### config.mk
export PLATFORM = sky130hd
export DESIGN_NAME = spi_regmap_slave
export DESIGN_NICKNAME = d
export VERILOG_FILES = /design/src/rtl/spi_regmap_pkg.sv /design/src/rtl/spi_pin_sync.sv /design/src/rtl/spi_regmap_ctrl.sv /design/src/rtl/spi_regmap_dp.sv /design/src/rtl/spi_regmap_slave.sv
export SDC_FILE = /design/constraint.sdc
export NUM_CORES = 1
export LEC_CHECK = 0
export ABC_AREA = 1
export BUFFER_PORTS_ARGS = -buffer_cell sky130_fd_sc_hd__buf_2
export CAP_MARGIN = 30
export CORE_AREA = 2 2 277 279
export DETAILED_ROUTE_END_ITERATION = 6
export DIE_AREA = 0 0 279 281
export SLEW_MARGIN = 20
export SYNTH_ARGS = -nofsm -noshare
export SYNTH_HDL_FRONTEND = slang
export SYNTH_HIERARCHICAL = 1
export SYNTH_SLANG_ARGS = --single-unit
### constraint.sdc
create_clock -name clk -period 12.2 [get_ports clk]
set_input_delay 1.22 -clock clk [delete_from_list [all_inputs] [get_ports clk]]
set_output_delay 1.22 -clock clk [all_outputs]
set_load 0.01 [all_outputs]
### src/rtl/spi_regmap_pkg.sv
package spi_regmap_pkg;

  typedef enum logic [1:0] {
    ST_IDLE = 2'd0,
    ST_CMD  = 2'd1,
    ST_DATA = 2'd2
  } ctrlState_e;

  // strobes from the framing control to the datapath, one cycle each
  typedef struct packed {
    logic clear;      // select edge: drop output, restart framing
    logic sampleBit;  // rising serial edge inside a transaction
    logic cmdDone;    // eighth command bit sampled
    logic dataDone;   // eighth data bit sampled
    logic driveBit;   // falling serial edge in the data phase
  } ctrlStrobe_t;

endpackage

### src/rtl/spi_pin_sync.sv
module spi_pin_sync #(
  parameter int               WIDTH     = 3,
  parameter logic [WIDTH-1:0] RESET_VAL = '0
) (
  input  logic             clk,
  input  logic             rstN,
  input  logic [WIDTH-1:0] pinAsync,
  output logic [WIDTH-1:0] pinLevel,
  output logic [WIDTH-1:0] pinRise,
  output logic [WIDTH-1:0] pinFall
);

  logic [WIDTH-1:0] stage1;
  logic [WIDTH-1:0] stage2;
  logic [WIDTH-1:0] stagePrev;

  always_ff @(posedge clk or negedge rstN) begin
    if (!rstN) begin
      stage1    <= RESET_VAL;
      stage2    <= RESET_VAL;
      stagePrev <= RESET_VAL;
    end else begin
      stage1    <= pinAsync;
      stage2    <= stage1;
      stagePrev <= stage2;
    end
  end

  assign pinLevel = stage2;
  assign pinRise  = stage2 & ~stagePrev;
  assign pinFall  = ~stage2 & stagePrev;

endmodule

### src/rtl/spi_regmap_ctrl.sv
module spi_regmap_ctrl
  import spi_regmap_pkg::*;
#(
  parameter int BYTE_W = 8
) (
  input  logic        clk,
  input  logic        rstN,
  input  logic        sclkRise,
  input  logic        sclkFall,
  input  logic        csFall,
  input  logic        csRise,
  output ctrlStrobe_t strb,
  output ctrlState_e  state
);

  localparam int CNT_W = $clog2(BYTE_W);
  localparam logic [CNT_W-1:0] LAST_BIT = CNT_W'(BYTE_W - 1);

  logic [CNT_W-1:0] bitCnt;
  logic             csEdge;

  assign csEdge = csFall | csRise;

  always_comb begin
    strb           = '0;
    strb.clear     = csEdge;
    strb.sampleBit = sclkRise && !csEdge && (state != ST_IDLE);
    strb.cmdDone   = strb.sampleBit && (state == ST_CMD)  && (bitCnt == LAST_BIT);
    strb.dataDone  = strb.sampleBit && (state == ST_DATA) && (bitCnt == LAST_BIT);
    strb.driveBit  = sclkFall && !csEdge && (state == ST_DATA);
  end

  always_ff @(posedge clk or negedge rstN) begin
    if (!rstN) begin
      state  <= ST_IDLE;
      bitCnt <= '0;
    end else if (csFall) begin
      state  <= ST_CMD;
      bitCnt <= '0;
    end else if (csRise) begin
      state  <= ST_IDLE;
      bitCnt <= '0;
    end else if (strb.sampleBit) begin
      bitCnt <= bitCnt + CNT_W'(1);
      if (strb.cmdDone) state <= ST_DATA;
    end
  end

endmodule

### src/rtl/spi_regmap_dp.sv
module spi_regmap_dp
  import spi_regmap_pkg::*;
#(
  parameter int                BYTE_W      = 8,
  parameter int                ADDR_W      = 6,
  parameter int                SAMPLE_W    = 16,
  parameter int                NUM_AXES    = 3,
  parameter int                WR_FIRST    = 1,
  parameter int                WR_LAST     = 47,
  parameter int                SAMPLE_BASE = 50,
  parameter logic [BYTE_W-1:0] ID_VALUE    = 8'hE5
) (
  input  logic                         clk,
  input  logic                         rstN,
  input  ctrlStrobe_t                  strb,
  input  logic                         mosiBit,
  input  logic [NUM_AXES*SAMPLE_W-1:0] samplesFlat,
  output logic                         misoBit,
  output logic [ADDR_W-1:0]            curAddr,
  output logic                         multiByte
);

  localparam int SAMPLE_LAST = SAMPLE_BASE + 2 * NUM_AXES - 1;

  logic [BYTE_W-2:0]   rxShift;
  logic [BYTE_W-1:0]   rxByte;
  logic [BYTE_W-1:0]   txShift;
  logic                isRead;
  logic [BYTE_W-1:0]   regFile [WR_FIRST:WR_LAST];
  logic [SAMPLE_W-1:0] liveSample [NUM_AXES];
  logic [SAMPLE_W-1:0] snapSample [NUM_AXES];
  logic [ADDR_W-1:0]   cmdAddr;
  logic [ADDR_W-1:0]   nextAddr;
  logic [ADDR_W-1:0]   loadAddr;
  logic                loadRead;

  for (genvar k = 0; k < NUM_AXES; k++) begin : g_axis
    assign liveSample[k] = samplesFlat[k*SAMPLE_W +: SAMPLE_W];
  end

  assign rxByte   = {rxShift, mosiBit};
  assign cmdAddr  = rxByte[ADDR_W-1:0];
  assign nextAddr = multiByte ? curAddr + ADDR_W'(1) : curAddr;
  assign loadAddr = strb.cmdDone ? cmdAddr : nextAddr;
  assign loadRead = strb.cmdDone ? rxByte[BYTE_W-1] : isRead;

  function automatic logic isSampleLow(input int a);
    return (a >= SAMPLE_BASE) && (a <= SAMPLE_LAST) && (((a - SAMPLE_BASE) % 2) == 0);
  endfunction

  function automatic logic [BYTE_W-1:0] readByte(input int a);
    logic [BYTE_W-1:0] v;
    int k;
    v = '0;
    if (a == 0) begin
      v = ID_VALUE;
    end else if (a >= WR_FIRST && a <= WR_LAST) begin
      v = regFile[a];
    end else if (a >= SAMPLE_BASE && a <= SAMPLE_LAST) begin
      k = (a - SAMPLE_BASE) / 2;
      if (isSampleLow(a)) v = liveSample[k][BYTE_W-1:0];
      else                v = snapSample[k][2*BYTE_W-1:BYTE_W];
    end
    return v;
  endfunction

  always_ff @(posedge clk or negedge rstN) begin
    if (!rstN) begin
      rxShift   <= '0;
      txShift   <= '0;
      misoBit   <= 1'b0;
      isRead    <= 1'b0;
      multiByte <= 1'b0;
      curAddr   <= '0;
      for (int i = WR_FIRST; i <= WR_LAST; i++) regFile[i] <= '0;
      for (int k = 0; k < NUM_AXES; k++) snapSample[k] <= '0;
    end else begin
      if (strb.clear) begin
        misoBit <= 1'b0;
        rxShift <= '0;
      end
      if (strb.sampleBit) begin
        rxShift <= rxByte[BYTE_W-2:0];
      end
      if (strb.cmdDone) begin
        isRead    <= rxByte[BYTE_W-1];
        multiByte <= rxByte[BYTE_W-2];
        curAddr   <= cmdAddr;
      end
      if (strb.dataDone) begin
        if (!isRead && int'(curAddr) >= WR_FIRST && int'(curAddr) <= WR_LAST)
          regFile[int'(curAddr)] <= rxByte;
        curAddr <= nextAddr;
      end
      if (strb.cmdDone || strb.dataDone) begin
        txShift <= readByte(int'(loadAddr));
        if (loadRead && isSampleLow(int'(loadAddr))) begin
          for (int k = 0; k < NUM_AXES; k++) snapSample[k] <= liveSample[k];
        end
      end
      if (strb.driveBit) begin
        misoBit <= isRead ? txShift[BYTE_W-1] : 1'b0;
        txShift <= {txShift[BYTE_W-2:0], 1'b0};
      end
    end
  end

endmodule

### src/rtl/spi_regmap_slave.sv
module spi_regmap_slave
  import spi_regmap_pkg::*;
#(
  parameter int         SAMPLE_W = 16,
  parameter logic [7:0] ID_VALUE = 8'hE5
) (
  input  logic                clk,
  input  logic                rstN,
  input  logic                spiSclk,
  input  logic                spiCsN,
  input  logic                spiMosi,
  output logic                spiMiso,
  input  logic [SAMPLE_W-1:0] sampleA,
  input  logic [SAMPLE_W-1:0] sampleB,
  input  logic [SAMPLE_W-1:0] sampleC
);

  localparam int BYTE_W      = 8;
  localparam int ADDR_W      = 6;
  localparam int NUM_AXES    = 3;
  localparam int WR_FIRST    = 1;
  localparam int WR_LAST     = 47;
  localparam int SAMPLE_BASE = 50;

  logic [2:0]        pinLevel;
  logic [2:0]        pinRise;
  logic [2:0]        pinFall;
  ctrlStrobe_t       strb;
  ctrlState_e        ctrlState;
  logic [ADDR_W-1:0] curAddr;
  logic              multiByte;

  // bit 2 = serial clock, bit 1 = select, bit 0 = host data
  spi_pin_sync #(
    .WIDTH    (3),
    .RESET_VAL(3'b110)
  ) u_sync (
    .clk     (clk),
    .rstN    (rstN),
    .pinAsync({spiSclk, spiCsN, spiMosi}),
    .pinLevel(pinLevel),
    .pinRise (pinRise),
    .pinFall (pinFall)
  );

  spi_regmap_ctrl #(
    .BYTE_W(BYTE_W)
  ) u_ctrl (
    .clk     (clk),
    .rstN    (rstN),
    .sclkRise(pinRise[2]),
    .sclkFall(pinFall[2]),
    .csFall  (pinFall[1]),
    .csRise  (pinRise[1]),
    .strb    (strb),
    .state   (ctrlState)
  );

  spi_regmap_dp #(
    .BYTE_W     (BYTE_W),
    .ADDR_W     (ADDR_W),
    .SAMPLE_W   (SAMPLE_W),
    .NUM_AXES   (NUM_AXES),
    .WR_FIRST   (WR_FIRST),
    .WR_LAST    (WR_LAST),
    .SAMPLE_BASE(SAMPLE_BASE),
    .ID_VALUE   (ID_VALUE)
  ) u_dp (
    .clk        (clk),
    .rstN       (rstN),
    .strb       (strb),
    .mosiBit    (pinLevel[0]),
    .samplesFlat({sampleC, sampleB, sampleA}),
    .misoBit    (spiMiso),
    .curAddr    (curAddr),
    .multiByte  (multiByte)
  );

endmodule

## Word-level counts from Yosys, hierarchy flattened

Cells that the tools add are included.

| word-level totals | value |
|---|---|
| latch bits | 0 |
| output and inout bits | 1 |
| ROM bits | 0 |
| bits in writable memories | 0 |
| bits of input ports | 53 |
| memories kept | 0 |
| bits in registers | 462 |

| cells by class | value |
|---|---|
| reduce and logical (&&, ||, !) cells | 30 |
| $add $sub $neg | 4 |
| bitwise gates (word level) | 9 |
| shift-type cells | 0 |
| equal/unequal tests | 3 |
| muxes and demuxes | 35 |
| div/mod/pow operators | 0 |
| magnitude comparators | 10 |
| $mul | 0 |

Operators by type and width:

| cell | count |
|---|---|
| bitwise mux 376 bit | 1 |
| two-way mux 8 bit | 11 |
| binary-select mux 16 bit (select 2 bit) | 2 |
| >= comparator 32 x 7 -> 1 bit, second input constant | 2 |
| inverter 6 -> 32 bit | 2 |
| binary-select mux 8 bit (select 6 bit) | 1 |
| demux 8 bit (select 6 bit) | 1 |
| adder 32 x 1 -> 32 bit | 1 |
| >= comparator 32 x 3 -> 1 bit, second input constant | 1 |
| zero test 32 bit | 1 |
| less-than comparator 32 x 1 -> 1 bit, second input constant | 1 |
| two-way mux 16 bit | 2 |
| inverter 32 bit | 1 |
| two-way mux 6 bit | 4 |
| less-or-equal comparator 6 bit, second input constant | 3 |
| logical AND 1 bit | 15 |
| two-way mux 7 bit | 2 |
| >= comparator 6 x 1 -> 1 bit, second input constant | 2 |
| nonzero test 2 bit | 5 |
| two-way mux 3 bit | 3 |
| two-way mux 2 bit | 4 |
| subtractor 6 x 6 -> 7 bit, second input constant | 1 |
| adder 6 x 1 -> 6 bit, second input constant | 1 |
| AND 3 bit | 2 |
| 14 further kinds | 22 |

## Longest topological paths before layout

Gate-level depths: netlist of run 1.

| depth | value |
|---|---|
| depth after elaboration | 22 |
| gate-level depth with buffers | 28 |

## Cells and area by module

Netlist of run 1, hierarchy kept.

By module, submodules not included:

| module | area each (um^2) | cells each | times used | sequential area each (um^2) |
|---|---|---|---|---|
| spi_regmap_dp | 20,412.1 | 2,632 | 1 | 10,610.2 |
| spi_regmap_ctrl | 327.8 | 40 | 1 | 125.1 |
| spi_pin_sync | 277.8 | 21 | 1 | 232.7 |

## Worst setup path before layout of run 1

No wires, ideal clock.

| path | value |
|---|---|
| path kind | register -> register |
| start | register u_sync.stage2[2], in the netlist u_sync/pinLevel[2] |
| end | register u_dp.txShift[6] |
| stages on the path, launching flop included | 26 |
| arrival | 3.805 ns |
| data required time | 12.083 ns |
| clock period less this slack | 3.921 ns |
| path slack | 8.279 ns |
| library setup time | 0.117 ns |
| cell sequence | dfstp_2 inv_1 nor2_1 inv_1 nor2_4 nand3_1 inv_1 clkbuf_1 nand2_1 nand2_1 clkbuf_1 clkbuf_1 nand2_1 a21oi_1 ha_1 clkbuf_1 clkbuf_1 mux2_2 o21ai_0 o21ai_0 nand3_1 nand2_1 nand2_1 nand3_1 nand2_1 nand2_1 |

RTL lines:

| element | RTL line | text |
|---|---|---|
| start: declaration | spi_pin_sync.sv:14 | `logic [WIDTH-1:0] stage2;` |
| start signal: assignment | spi_pin_sync.sv:24 | `stage2 <= stage1;` |
| end signal: assignment | spi_regmap_dp.sv:96 | `txShift <= readByte(int'(loadAddr));` |
| end signal: assignment | spi_regmap_dp.sv:103 | `txShift <= {txShift[BYTE_W-2:0], 1'b0};` |
| end: declaration | spi_regmap_dp.sv:27 | `logic [BYTE_W-1:0] txShift;` |

==> results of run 1 <==
==> sequential cells by signal (all words and copies together) (netlist names) <==
register,cells
u_dp/regFile,376
u_ctrl/state,2
u_dp/rxShift,7
u_dp/txShift,8
u_sync/pinLevel,3
u_dp/multiByte,1
u_ctrl/bitCnt,3
u_dp/curAddr,6
u_sync/stage1,3
u_dp/misoBit,1
u_dp/snapSample,24
u_dp/isRead,1
u_sync/stagePrev,2
==> cell type report <==
| cell class | count | area (µm²) |
|---|---|---|
| clock buffers | 72 | 1450 |
| clock inverters | 13 | 140 |
| fillers | 8009 | 51600 |
| inverters | 179 | 674 |
| multi-input cells | 1892 | 8680 |
| flip-flops and latches | 437 | 10900 |
| well taps | 978 | 1220 |
| repair buffers | 95 | 706 |
==> worst register-to-register path: stages (launching register included) <==
cell	delay, ps
dfstp_2	530
inv_1	40
nor2_1	300
nor2_8	100
nand3_1	140
inv_1	210
clkinv_1	250
nand3_4	590
nand2_8	870
inv_4	500
a21oi_1	330
ha_1	180
inv_1	50
or2_2	260
nand2_1	300
inv_1	330
o21ai_0	160
o21ai_0	110
o21ai_0	280
nand3_1	140
nand2_1	80
inv_1	40
a21oi_1	130
nand2_1	60
nand2_1	50
==> path summary, 6_finish.rpt <==
| check | to | slack, ps | cells past startpoint |
|---|---|---|---|
| max in group asynchronous | u_dp/regFile[2] | 9570 | 4 |
| hold / removal | u_sync/pinLevel[0] | 350 | 0 |
| setup / recovery | u_dp/txShift[3] | 6130 | 24 |
| hold reg to reg | u_sync/pinLevel[0] | 350 | 0 |
| setup reg to reg | u_dp/txShift[3] | 6130 | 24 |
| min in group asynchronous | u_dp/regFile[79] | 630 | 1 |
==> cell usage in the layout, fill, tap and decap left out, types with 2 or more instances in the layout <==
master     instances
nand2_1          923
o21ai_0          446
dfrtp_1          431
nand3_1          259
inv_1            160
nor2_1            79
buf_2             56
clkbuf_16         49
a21oi_1           39
nand3b_1          36
buf_4             27
clkbuf_8          14
o21ai_1           13
inv_2             11
clkinv_2          10
clkbuf_1           9
nand4_1            9
o221ai_1           9
o211ai_1           9
or2_2              9
o22ai_1            8
ha_1               7
clkinv_1           7
mux2_2             7
nor4_2             6
dfstp_2            6
nor3_1             5
buf_16             4
nor2_2             4
bufinv_16          3
buf_8              3
nor3_2             3
nor2_4             2
nand2_4            2
nand2_2            2
o2111ai_1          2
buf_6              2
buf_12             2
==> where the power goes <==
part           switching (mW)  total, mW  internal [mW]
combinational          0.0485     0.0650         0.0165
sequential            0.00211       1.46           1.46
clock                   0.601       1.48          0.880
==> metal layers <==
layer	track usage, %	up-vias	share of wire, %
met5	0	-	0
met2	23.9	548	43
met4	4.22	0	2.6
met3	3.39	93	7.1
li1	-	8645	-
met1	22.8	8546	47
==> impl_results.md, run 1 <==
- Status: completed
- Period utilization: around half
- Worst-Skew Late Latency: between 500 and 600 ps
- R2R Path Start: u_sync/stagePrev[1]
- I/O Pins: between 50 and 60
- Crit-path leading delay family: simple AND/OR/NAND/NOR gates
- Final number of hold-violating endpoints: 0
- Max-slew violation count: 0
- CTS clk-pin slew, worst paths: approximately 60 ps
- Iter 0 DRT Violations: ~1.7k
- Die width: 279 µm
- Final hold slack: roughly 350 ps
- Max cap viols: 0
- Critical path class: flip-flop to flip-flop
- Diodes inserted: 0
- Final net count: roughly 2.7k
- Syn Std Cell Area: about 21000 µm²
- Fin cells: approximately 3.7k
- Final Worst Setup Slack: 6130 ps
- Least-Margin Pin Slew: 941 ps
- Sequence of cells on the critical path: inv_1, nor2_1, nor2_8, nand3_1, inv_1, clkinv_1, nand3_4, nand2_8, inv_4, a21oi_1, ha_1, inv_1, or2_2, nand2_1, inv_1, o21ai_0, o21ai_0, o21ai_0, nand3_1, nand2_1, inv_1, a21oi_1, nand2_1, nand2_1
- Power Total: between 3 and 4 mW
- Die Ht: ~280 µm
- Cells after Synth: roughly 2.7k
- Post CTS Setup Buffer Count: 0
- Final count of negative-setup-slack endpoints: 0
- CTS Hold Bufs: 0
- Pwr per Cell Area: roughly 130 nW/µm²
- Pre-antenna DRT Iters: 6
- Slew margin rel.: 36.8%
- Buf/Inv on CP: 7
- CP startpoint kind: flip-flop
- Arrival time worst endpoint: about 6600 ps
- RSZ-0062 raised after global routing: no
- Syn Area/Cell: approximately 7.8 µm²
- Clock sink count: 437
- CTS buffer count: between 40 and 50
- Starting Density: 27.8%
- Initial antenna violation count: 0
- Peak VDD IR: ~90 µV
- Syn. warnings: 6
- Routed len/inst: 16.8 µm
- Total die area: between 70000 and 80000 µm²
- Most Frequent Cell on Critical Path: inv_1
- Clock tree buffer depth: 3
- Core Util, Final: a little under a third
- Detail Placement HPWL: 38.9 mm
- Crit path largest cell delay: 830 ps
- Rows: ~100
- Dpl ws: about 6100 ps
- Crit Path Max Fanout: 101
- Setup crit start: u_sync/stagePrev[1]
- Final WL: 61.6 mm
- Layout cell share with drive strength beyond 1: 8.56%
- Placed cell count: between 3k and 4k
- Via count: 17.8k
- Fin crit period: between 6000 and 7000 ps
- Endpoint class of the critical path: flip-flop
- Remaining antenna violation count: 0
- Pleak: 10.6 nW
- Total grt overflow: 0
- Area Growth Syn to Fin: 13.5%
- Root buffer cell: clkbuf_16
- Synthesized Nets: 2748
- TritonCTS clock tree: done
- Final Cell Area: about 24000 µm²
- GR Util All Layers: approximately 16%
- Largest net degree at the start of global routing: between 100 and 150
- Drc violations: 0
- Area post-placement: approximately 22000 µm²
- Gp weighted congestion: a little over 0.9
- Worst path required time: 12730 ps
- Hold WC Path Type: flip-flop to flip-flop
- Resize count post-CTS: 0
- Max Clock Skew: about 16 ps
- Total Neg Setup Slack: 0 ps
- Core Region: roughly 75000 µm²
- Vias in the first global route: about 17k
- # port buffers: 53
- F_max: about 160 MHz
- Critical path's slowest cell: nand2_8
- Via-to-Cell Ratio: ~5
- First-pass GRT wire length: slightly below 100 mm
- H-tree Lvls: 2
- Hold Crit Start: u_sync/stage1[0]
Power figures use the tool's default switching activity.
==> run 2: changes to the inputs <==
==> constraint.sdc (replaced) <==
create_clock -name clk -period 6.25 [get_ports clk]
set_input_delay 0.625 -clock clk [delete_from_list [all_inputs] [get_ports clk]]
set_output_delay 0.625 -clock clk [all_outputs]
set_load 0.01 [all_outputs]
==> run 2 against run 1 <==
Net effect:
- the flow now finishes with violations (negative hold slack)
- clock-buffer cell count shrank 4
- via count grew 0.12%
- maximum frequency grew 23%
- global-route usage shrank 0.079 points
- power grew 93%
- highest routed layer unchanged
==> impl_results.md, run 2 (synthesis results as in run 1) <==
- Total Neg Setup Slack: 0 ps (unchanged)
- Via count: 17.9k (was 17.8k)
- Max Clock Skew: 16.3 ps (was 15.8 ps)
- Die width: 279 µm (unchanged)
- Most Frequent Cell on Critical Path: nand2_1 (was inv_1)
- Critical path class: flip-flop to flip-flop (unchanged)
- Arrival time worst endpoint: 5470 ps (was 6600 ps)
- Most frequent cells in the layout: nand2_1 (923), o21ai_0 (446), dfrtp_1 (431) (unchanged)
- Remaining antenna violation count: 0 (unchanged)
- Final count of negative-setup-slack endpoints: 0 (unchanged)
- Reg2reg setup slack: 1300 ps (was 6130 ps)
- Detail Placement HPWL: 37.9 mm (was 38.9 mm)
- Pre-antenna DRT Iters: 6 (unchanged)
- Fin crit period: 4950 ps (was 6070 ps)
- Resize count post-CTS: 0 (unchanged)
- Iter 0 DRT Violations: 1790 (was 1741)
- Max cap viols: 0 (unchanged)
- Root buffer cell: clkbuf_16 (unchanged)
- Failing checks: negative hold slack
- CTS Hold Bufs: 0 (unchanged)
- Top flop regs: u_dp/regFile (376), u_dp/snapSample (24), u_dp/txShift (8) (unchanged)
- Crit path largest cell delay: 530 ps (was 830 ps)
- Power Total: 5.81 mW (was 3.00 mW)
- Pleak: 10.6 nW (about the same)
- Gp weighted congestion: 0.903 (was 0.913)
- Area Growth Syn to Fin: 13.3% (was 13.5%)
- Commonest non-fill, non-tap cell in the layout: nand2_1 (unchanged)
- Worst path required time: 6770 ps (was 12730 ps)
- Clock sink count: 437 (unchanged)
- Drc violations: 0 (unchanged)
- Total grt overflow: 0 (unchanged)
- Diodes inserted: 0 (unchanged)
- Hold WC Path Type: primary input to asynchronous set/reset pin (was flip-flop to flip-flop)
- Core Region: 75400 µm² (unchanged)
- I/O Pins: 54 (unchanged)
- Status: complete, but fails checks (was completed)
- H-tree Lvls: 2 (unchanged)
- Worst-Skew Late Latency: 580 ps (was 590 ps)
- Layout cell share with drive strength beyond 1: 8.59% (was 8.56%)
- Vias in the first global route: 16.5k (was 16.9k)
- Least-Margin Pin Slew: 1000 ps (was 941 ps)
- Rows: 101 (unchanged)
- Clock tree buffer depth: 3 (unchanged)
- Final WL: 61.6 mm (about the same)
- First-pass GRT wire length: 98.0 mm (was 98.7 mm)
- GR Util All Layers: 15.8% (about the same)
- CP startpoint kind: flip-flop (unchanged)
- Final hold slack: -9.26 ps (was 345 ps)
- CTS buffer count: 49 (was 48)
- Critical path's slowest cell: dfstp_2 (was nand2_8)
- Largest net degree at the start of global routing: 161 (was 102)
- Die Ht: 281 µm (unchanged)
- Pwr per Cell Area: 244 nW/µm² (was 126 nW/µm²)
- Endpoint class of the critical path: flip-flop (unchanged)
- Routed len/inst: 16.8 µm (about the same)
- Crit Path Max Fanout: 22 (was 101)
- TritonCTS clock tree: done (unchanged)
- Met1 Routed Length: 28.7 mm (was 29.3 mm)
- RSZ-0062 raised after global routing: no (unchanged)
- Reg with most FFs: u_dp/regFile (unchanged)
- Post CTS Setup Buffer Count: 0 (unchanged)
- CTS clk-pin slew, worst paths: 60 ps (about the same)
- Starting Density: 27.8% (unchanged)
- WL met2: 26.8 mm (was 26.4 mm)
- Peak VDD IR: 216 µV (was 90.1 µV)
- Via-to-Cell Ratio: 4.87 (was 4.86)
- Crit-path leading delay family: simple AND/OR/NAND/NOR gates (unchanged)
- # port buffers: 53 (unchanged)
- Buf/Inv on CP: 7 (unchanged)
- Initial antenna violation count: 0 (unchanged)
- F_max: 202 MHz (was 165 MHz)
- Total die area: 78400 µm² (unchanged)
- Max-slew violation count: 0 (unchanged)
- Max reg flops: 376 (unchanged)
- Final net count: 2715 (was 2713)
- Period utilization: 79.1% (was 49.8%)
- Slew margin rel.: 33.0% (was 36.8%)
- Highest Signal Layer: met4 (unchanged)
- Dpl ws: 1410 ps (was 6150 ps)
- Met3 wire length: 4.55 mm (was 4.35 mm)
- Final Worst Setup Slack: 1300 ps (was 6130 ps)
- Final number of hold-violating endpoints: 2 (was 0)
## run 2: cell types whose count changed in the layout (fill, tap and decap cells not counted)
cell / before / now
clkinvlp_4: 0 / 1
buf_16: 4 / 3
nor3_2: 3 / 2
clkinv_2: 10 / 13
clkbuf_8: 14 / 10
clkinv_4: 0 / 1
buf_4: 27 / 32
buf_8: 3 / 1
nor3_1: 5 / 6
buf_6: 2 / 1
## run 2: cell type report
class	instances	area [µm²]
inverters	179	674
flip-flops and latches	437	10900
well taps	978	1220
clock buffers	68	1400
fillers	7960	51700
repair buffers	96	674
multi-input cells	1892	8670
clock inverters	18	171
## run 2: path summary, 6_finish.rpt
kind	from	end	cells after the start
setup / recovery	u_sync/pinLevel[2]	u_dp/txShift[2]	26
hold / removal	rstN	u_dp/regFile[93]	1
setup reg to reg	u_sync/pinLevel[2]	u_dp/txShift[2]	26
hold reg to reg	u_sync/stage1[0]	u_sync/pinLevel[0]	0
max in group asynchronous	rstN	u_dp/regFile[310]	2
min in group clk	spiCsN	u_sync/stage1[1]	1
## run 2: power by group
part	internal, mW	leakage [nW]	total (mW)	switching (mW)
Clock	1.68	0.784	2.84	1.17
Sequential	2.84	5.96	2.85	0.00438
Combinational	0.0276	3.87	0.120	0.0923
Total	4.54	10.6	5.81	1.26
## run 2: through the flow
step           instances  cell area (µm²)  utilization, %
3_5_place_dp        3576            22100            29.3
5_1_grt             3668            23800            31.5
4_1_cts             3662            23700            31.4
6_report            3668            23800            31.5
3_3_place_gp        3572            22100            29.2
2_1_floorplan       2688            21000               -
## run 2: worst register-to-register path: stages (launching register included)
cell      delay (ps)
dfstp_2          530
inv_1             40
nor2_1            80
inv_1             70
nor2_4           140
nand3_1          160
inv_1            380
clkinv_1         400
nand2_1          150
nand2_1          200
inv_1            440
nor2_4           130
a21oi_1          190
ha_1             160
inv_1             40
or2_2            260
nand2_1          260
inv_1            310
o21ai_0          150
o21ai_0           90
o21ai_0          260
nand3_1          140
nand2_1           90
nand2_1           50
nand3_1           70
nand2_1           50
nand2_1           50
## run 2: routing by layer
| metal | GRT usage, % | vias up |
|---|---|---|
| li1 | - | 8652 |
| met4 | 4.38 | 0 |
| met2 | 23.7 | 573 |
| met3 | 3.18 | 102 |
| met1 | 22.9 | 8527 |
| met5 | 0 | - |
==> run 3: changes to the inputs <==
==> constraint.sdc (replaced) <==
create_clock -name clk -period 5.1 [get_ports clk]
set_input_delay 0.51 -clock clk [delete_from_list [all_inputs] [get_ports clk]]
set_output_delay 0.51 -clock clk [all_outputs]
set_load 0.01 [all_outputs]
==> run 3 against run 2 <==
Net effect:
- the run now ends clean
- critical endpoint is now u_dp/txShift[3]
- non-clock buffer count up 40
- clock-buffer cell count did not move
- sequential power grew 22%
- via count is 0.39% higher
==> impl_results.md, run 3 (synthesis results as in run 1) <==
- Worst-Skew Late Latency: 610 ps (was 580 ps)
- # port buffers: 53 (unchanged)
- Die Ht: 281 µm (unchanged)
- Resize count post-CTS: 0 (unchanged)
- CTS buffer count: 49 (unchanged)
- Fin cells: 3709 (was 3668)
- F_max: 228 MHz (was 202 MHz)
- Clock sink count: 437 (unchanged)
- RSZ-0062 raised after global routing: no (unchanged)
- Die width: 279 µm (unchanged)
- Core Region: 75400 µm² (unchanged)
- Hold WC Path Type: primary input to flip-flop (was primary input to asynchronous set/reset pin)
- Pwr per Cell Area: 299 nW/µm² (was 244 nW/µm²)
- Diodes inserted: 0 (unchanged)
- Max reg flops: 376 (unchanged)
- Status: completed (was complete, but fails checks)
- Setup crit start: u_sync/pinLevel[2] (unchanged)
- Starting Density: 27.8% (unchanged)
- Routed len/inst: 16.7 µm (was 16.8 µm)
- Critical path's slowest cell: dfstp_2 (unchanged)
- Most frequent cells in the layout: nand2_1 (923), o21ai_0 (446), dfrtp_1 (431) (unchanged)
- Pre-antenna DRT Iters: 5 (was 6)
- Final net count: 2755 (was 2715)
- Via count: 17.9k (about the same)
- Peak VDD IR: 219 µV (was 216 µV)
- Final count of negative-setup-slack endpoints: 0 (unchanged)
- Detail Placement HPWL: 38.8 mm (was 37.9 mm)
- Root buffer cell: clkbuf_16 (unchanged)
- Top flop regs: u_dp/regFile (376), u_dp/snapSample (24), u_dp/txShift (8) (unchanged)
- Initial antenna violation count: 0 (unchanged)
- Commonest non-fill, non-tap cell in the layout: nand2_1 (unchanged)
- Total die area: 78400 µm² (unchanged)
- Max cap viols: 0 (unchanged)
- Gp weighted congestion: 0.943 (was 0.903)
- Filler instances: 8000 (was 7960)
- Endpoint class of the critical path: flip-flop (unchanged)
- Placed cell count: 3617 (was 3576)
- CTS clk-pin slew, worst paths: 60 ps (about the same)
- Final WL: 62.0 mm (was 61.6 mm)
- R2R Path Start: u_sync/pinLevel[2] (unchanged)
- Critical path endpoint: u_dp/txShift[3] (was u_dp/txShift[2])
- Least-Margin Pin Slew: 917 ps (was 1000 ps)
- Reg2reg setup slack: 710 ps (was 1300 ps)
- I/O Pins: 54 (unchanged)
- Crit path largest cell delay: 540 ps (was 530 ps)
- Remaining antenna violation count: 0 (unchanged)
- Max-slew violation count: 0 (unchanged)
- Reg with most FFs: u_dp/regFile (unchanged)
- Rows: 101 (unchanged)
- Clock tree buffer depth: 3 (unchanged)
- Drc violations: 0 (unchanged)
- Vias in the first global route: 17.2k (was 16.5k)
- TritonCTS clock tree: done (unchanged)
- Critical path class: flip-flop to flip-flop (unchanged)
- Total Neg Setup Slack: 0 ps (unchanged)
- Pleak: 10.8 nW (was 10.6 nW)
- Arrival time worst endpoint: 4940 ps (was 5470 ps)
- Reg-to-reg endpoint: u_dp/txShift[3] (was u_dp/txShift[2])
- Via-to-Cell Ratio: 4.83 (was 4.87)
- CP startpoint kind: flip-flop (unchanged)
- GR Util All Layers: 16.0% (was 15.8%)
- Iter 0 DRT Violations: 1880 (was 1790)
- Max Clock Skew: 35.1 ps (was 16.3 ps)
- First-pass GRT wire length: 100 mm (was 98.0 mm)
- Total grt overflow: 0 (unchanged)
- Area Growth Syn to Fin: 15.0% (was 13.3%)
- Most Frequent Cell on Critical Path: inv_1 (was nand2_1)
- Crit Path Max Fanout: 22 (unchanged)
- H-tree Lvls: 2 (unchanged)
- Fin crit period: 4390 ps (was 4950 ps)
- Routing usage on met2: 25.0% (was 23.7%)
- Final number of hold-violating endpoints: 0 (was 2)
- Met1 Resource Use GR: 23.1% (was 22.9%)
- Layout cell share with drive strength beyond 1: 9.96% (was 8.59%)
- Top Usage Layer GRT: met2 (unchanged)
- Worst path required time: 5650 ps (was 6770 ps)
- Reg2Reg Depth: 27 (was 26)
- Largest net degree at the start of global routing: 138 (was 161)
- Slew margin rel.: 38.8% (was 33.0%)
- Period utilization: 86.0% (was 79.1%)
- GR Util met3: 2.38% (was 3.18%)
[run 3: cell types whose count changed in the layout (fill, tap and decap cells not counted)]
cell / before / now
dlygate4sd3_1: 0 / 3
buf_2: 56 / 52
clkinv_4: 1 / 2
buf_12: 2 / 4
clkbuf_1: 9 / 6
buf_16: 3 / 1
inv_6: 0 / 1
clkinv_8: 0 / 2
clkbuf_8: 10 / 13
buf_4: 32 / 73
clkinv_2: 13 / 10
[run 3: critical path, delay by kind of cell (launching register included)]
family	cells	cell delay, ps
adder cells (fa/ha/maj)	1	180
flip-flops	1	540
AO/OA/AOI/OAI	5	950
AND/OR/NAND/NOR	12	1450
buffers and inverters	9	1240
[run 3: how the worst min path moves through the flow]
stage | to | cells after the start | slack [ps] | startpoint
after floorplan | u_ctrl/bitCnt[0] | 0 | 210 | rstN
after global placement | u_sync/pinLevel[0] | 0 | 330 | u_sync/stage1[0]
after detailed placement | u_sync/pinLevel[0] | 0 | 340 | u_sync/stage1[0]
after CTS | u_sync/stage1[0] | 1 | 6 | spiMosi
after global routing | u_sync/stage1[0] | 1 | 20 | spiMosi
final | u_sync/stage1[0] | 1 | 30 | spiMosi
[run 3: metal layers]
layer | share of wire, % | vias up
li1 | - | 8727
met4 | 2.3 | 0
met2 | 44 | 532
met3 | 5.9 | 82
met1 | 48 | 8582
met5 | 0 | -
[run 3: area by class of cell]
class	count	area, µm²	share of cell area, %
flip-flops and latches	437	10900	45.4
clock buffers	68	1430	5.92
multi-input cells	1892	8670	36.0
repair buffers	136	977	4.05
inverters	179	674	2.80
well taps	978	1220	5.07
clock inverters	19	206	0.856
[run 3: timing repair]
| item | 4_1_cts | 5_1_grt |
|---|---|---|
| hold buffers | 3 | 0 |
| buffers inserted | 0 | 0 |
| endpoints found under the hold margin | 60 | 0 |
| setup endpoints to repair | 0 | 0 |
[run 3: stage by stage]
step / utilization [%] / hold slack [ps] / instance area (µm²) / setup slack [ps] / total power, mW
after floorplan: - / 214 / 21000 / 1180 / 3.59
after global placement: 29.7 / 333 / 22400 / 804 / 3.70
final: 32.0 / 33.2 / 24100 / 712 / 7.22
after detailed placement: 29.8 / 336 / 22400 / 730 / 3.70
after global routing: 32.0 / 18.1 / 24100 / 170 / 7.47
after CTS: 32.0 / 5.95 / 24100 / 743 / 7.31
[run 3: report_power, final]
| part | total (mW) | switching, mW | internal [mW] |
|---|---|---|---|
| clock network | 3.58 | 1.48 | 2.11 |
| registers | 3.49 | 0.00585 | 3.48 |
| logic | 0.148 | 0.114 | 0.0339 |
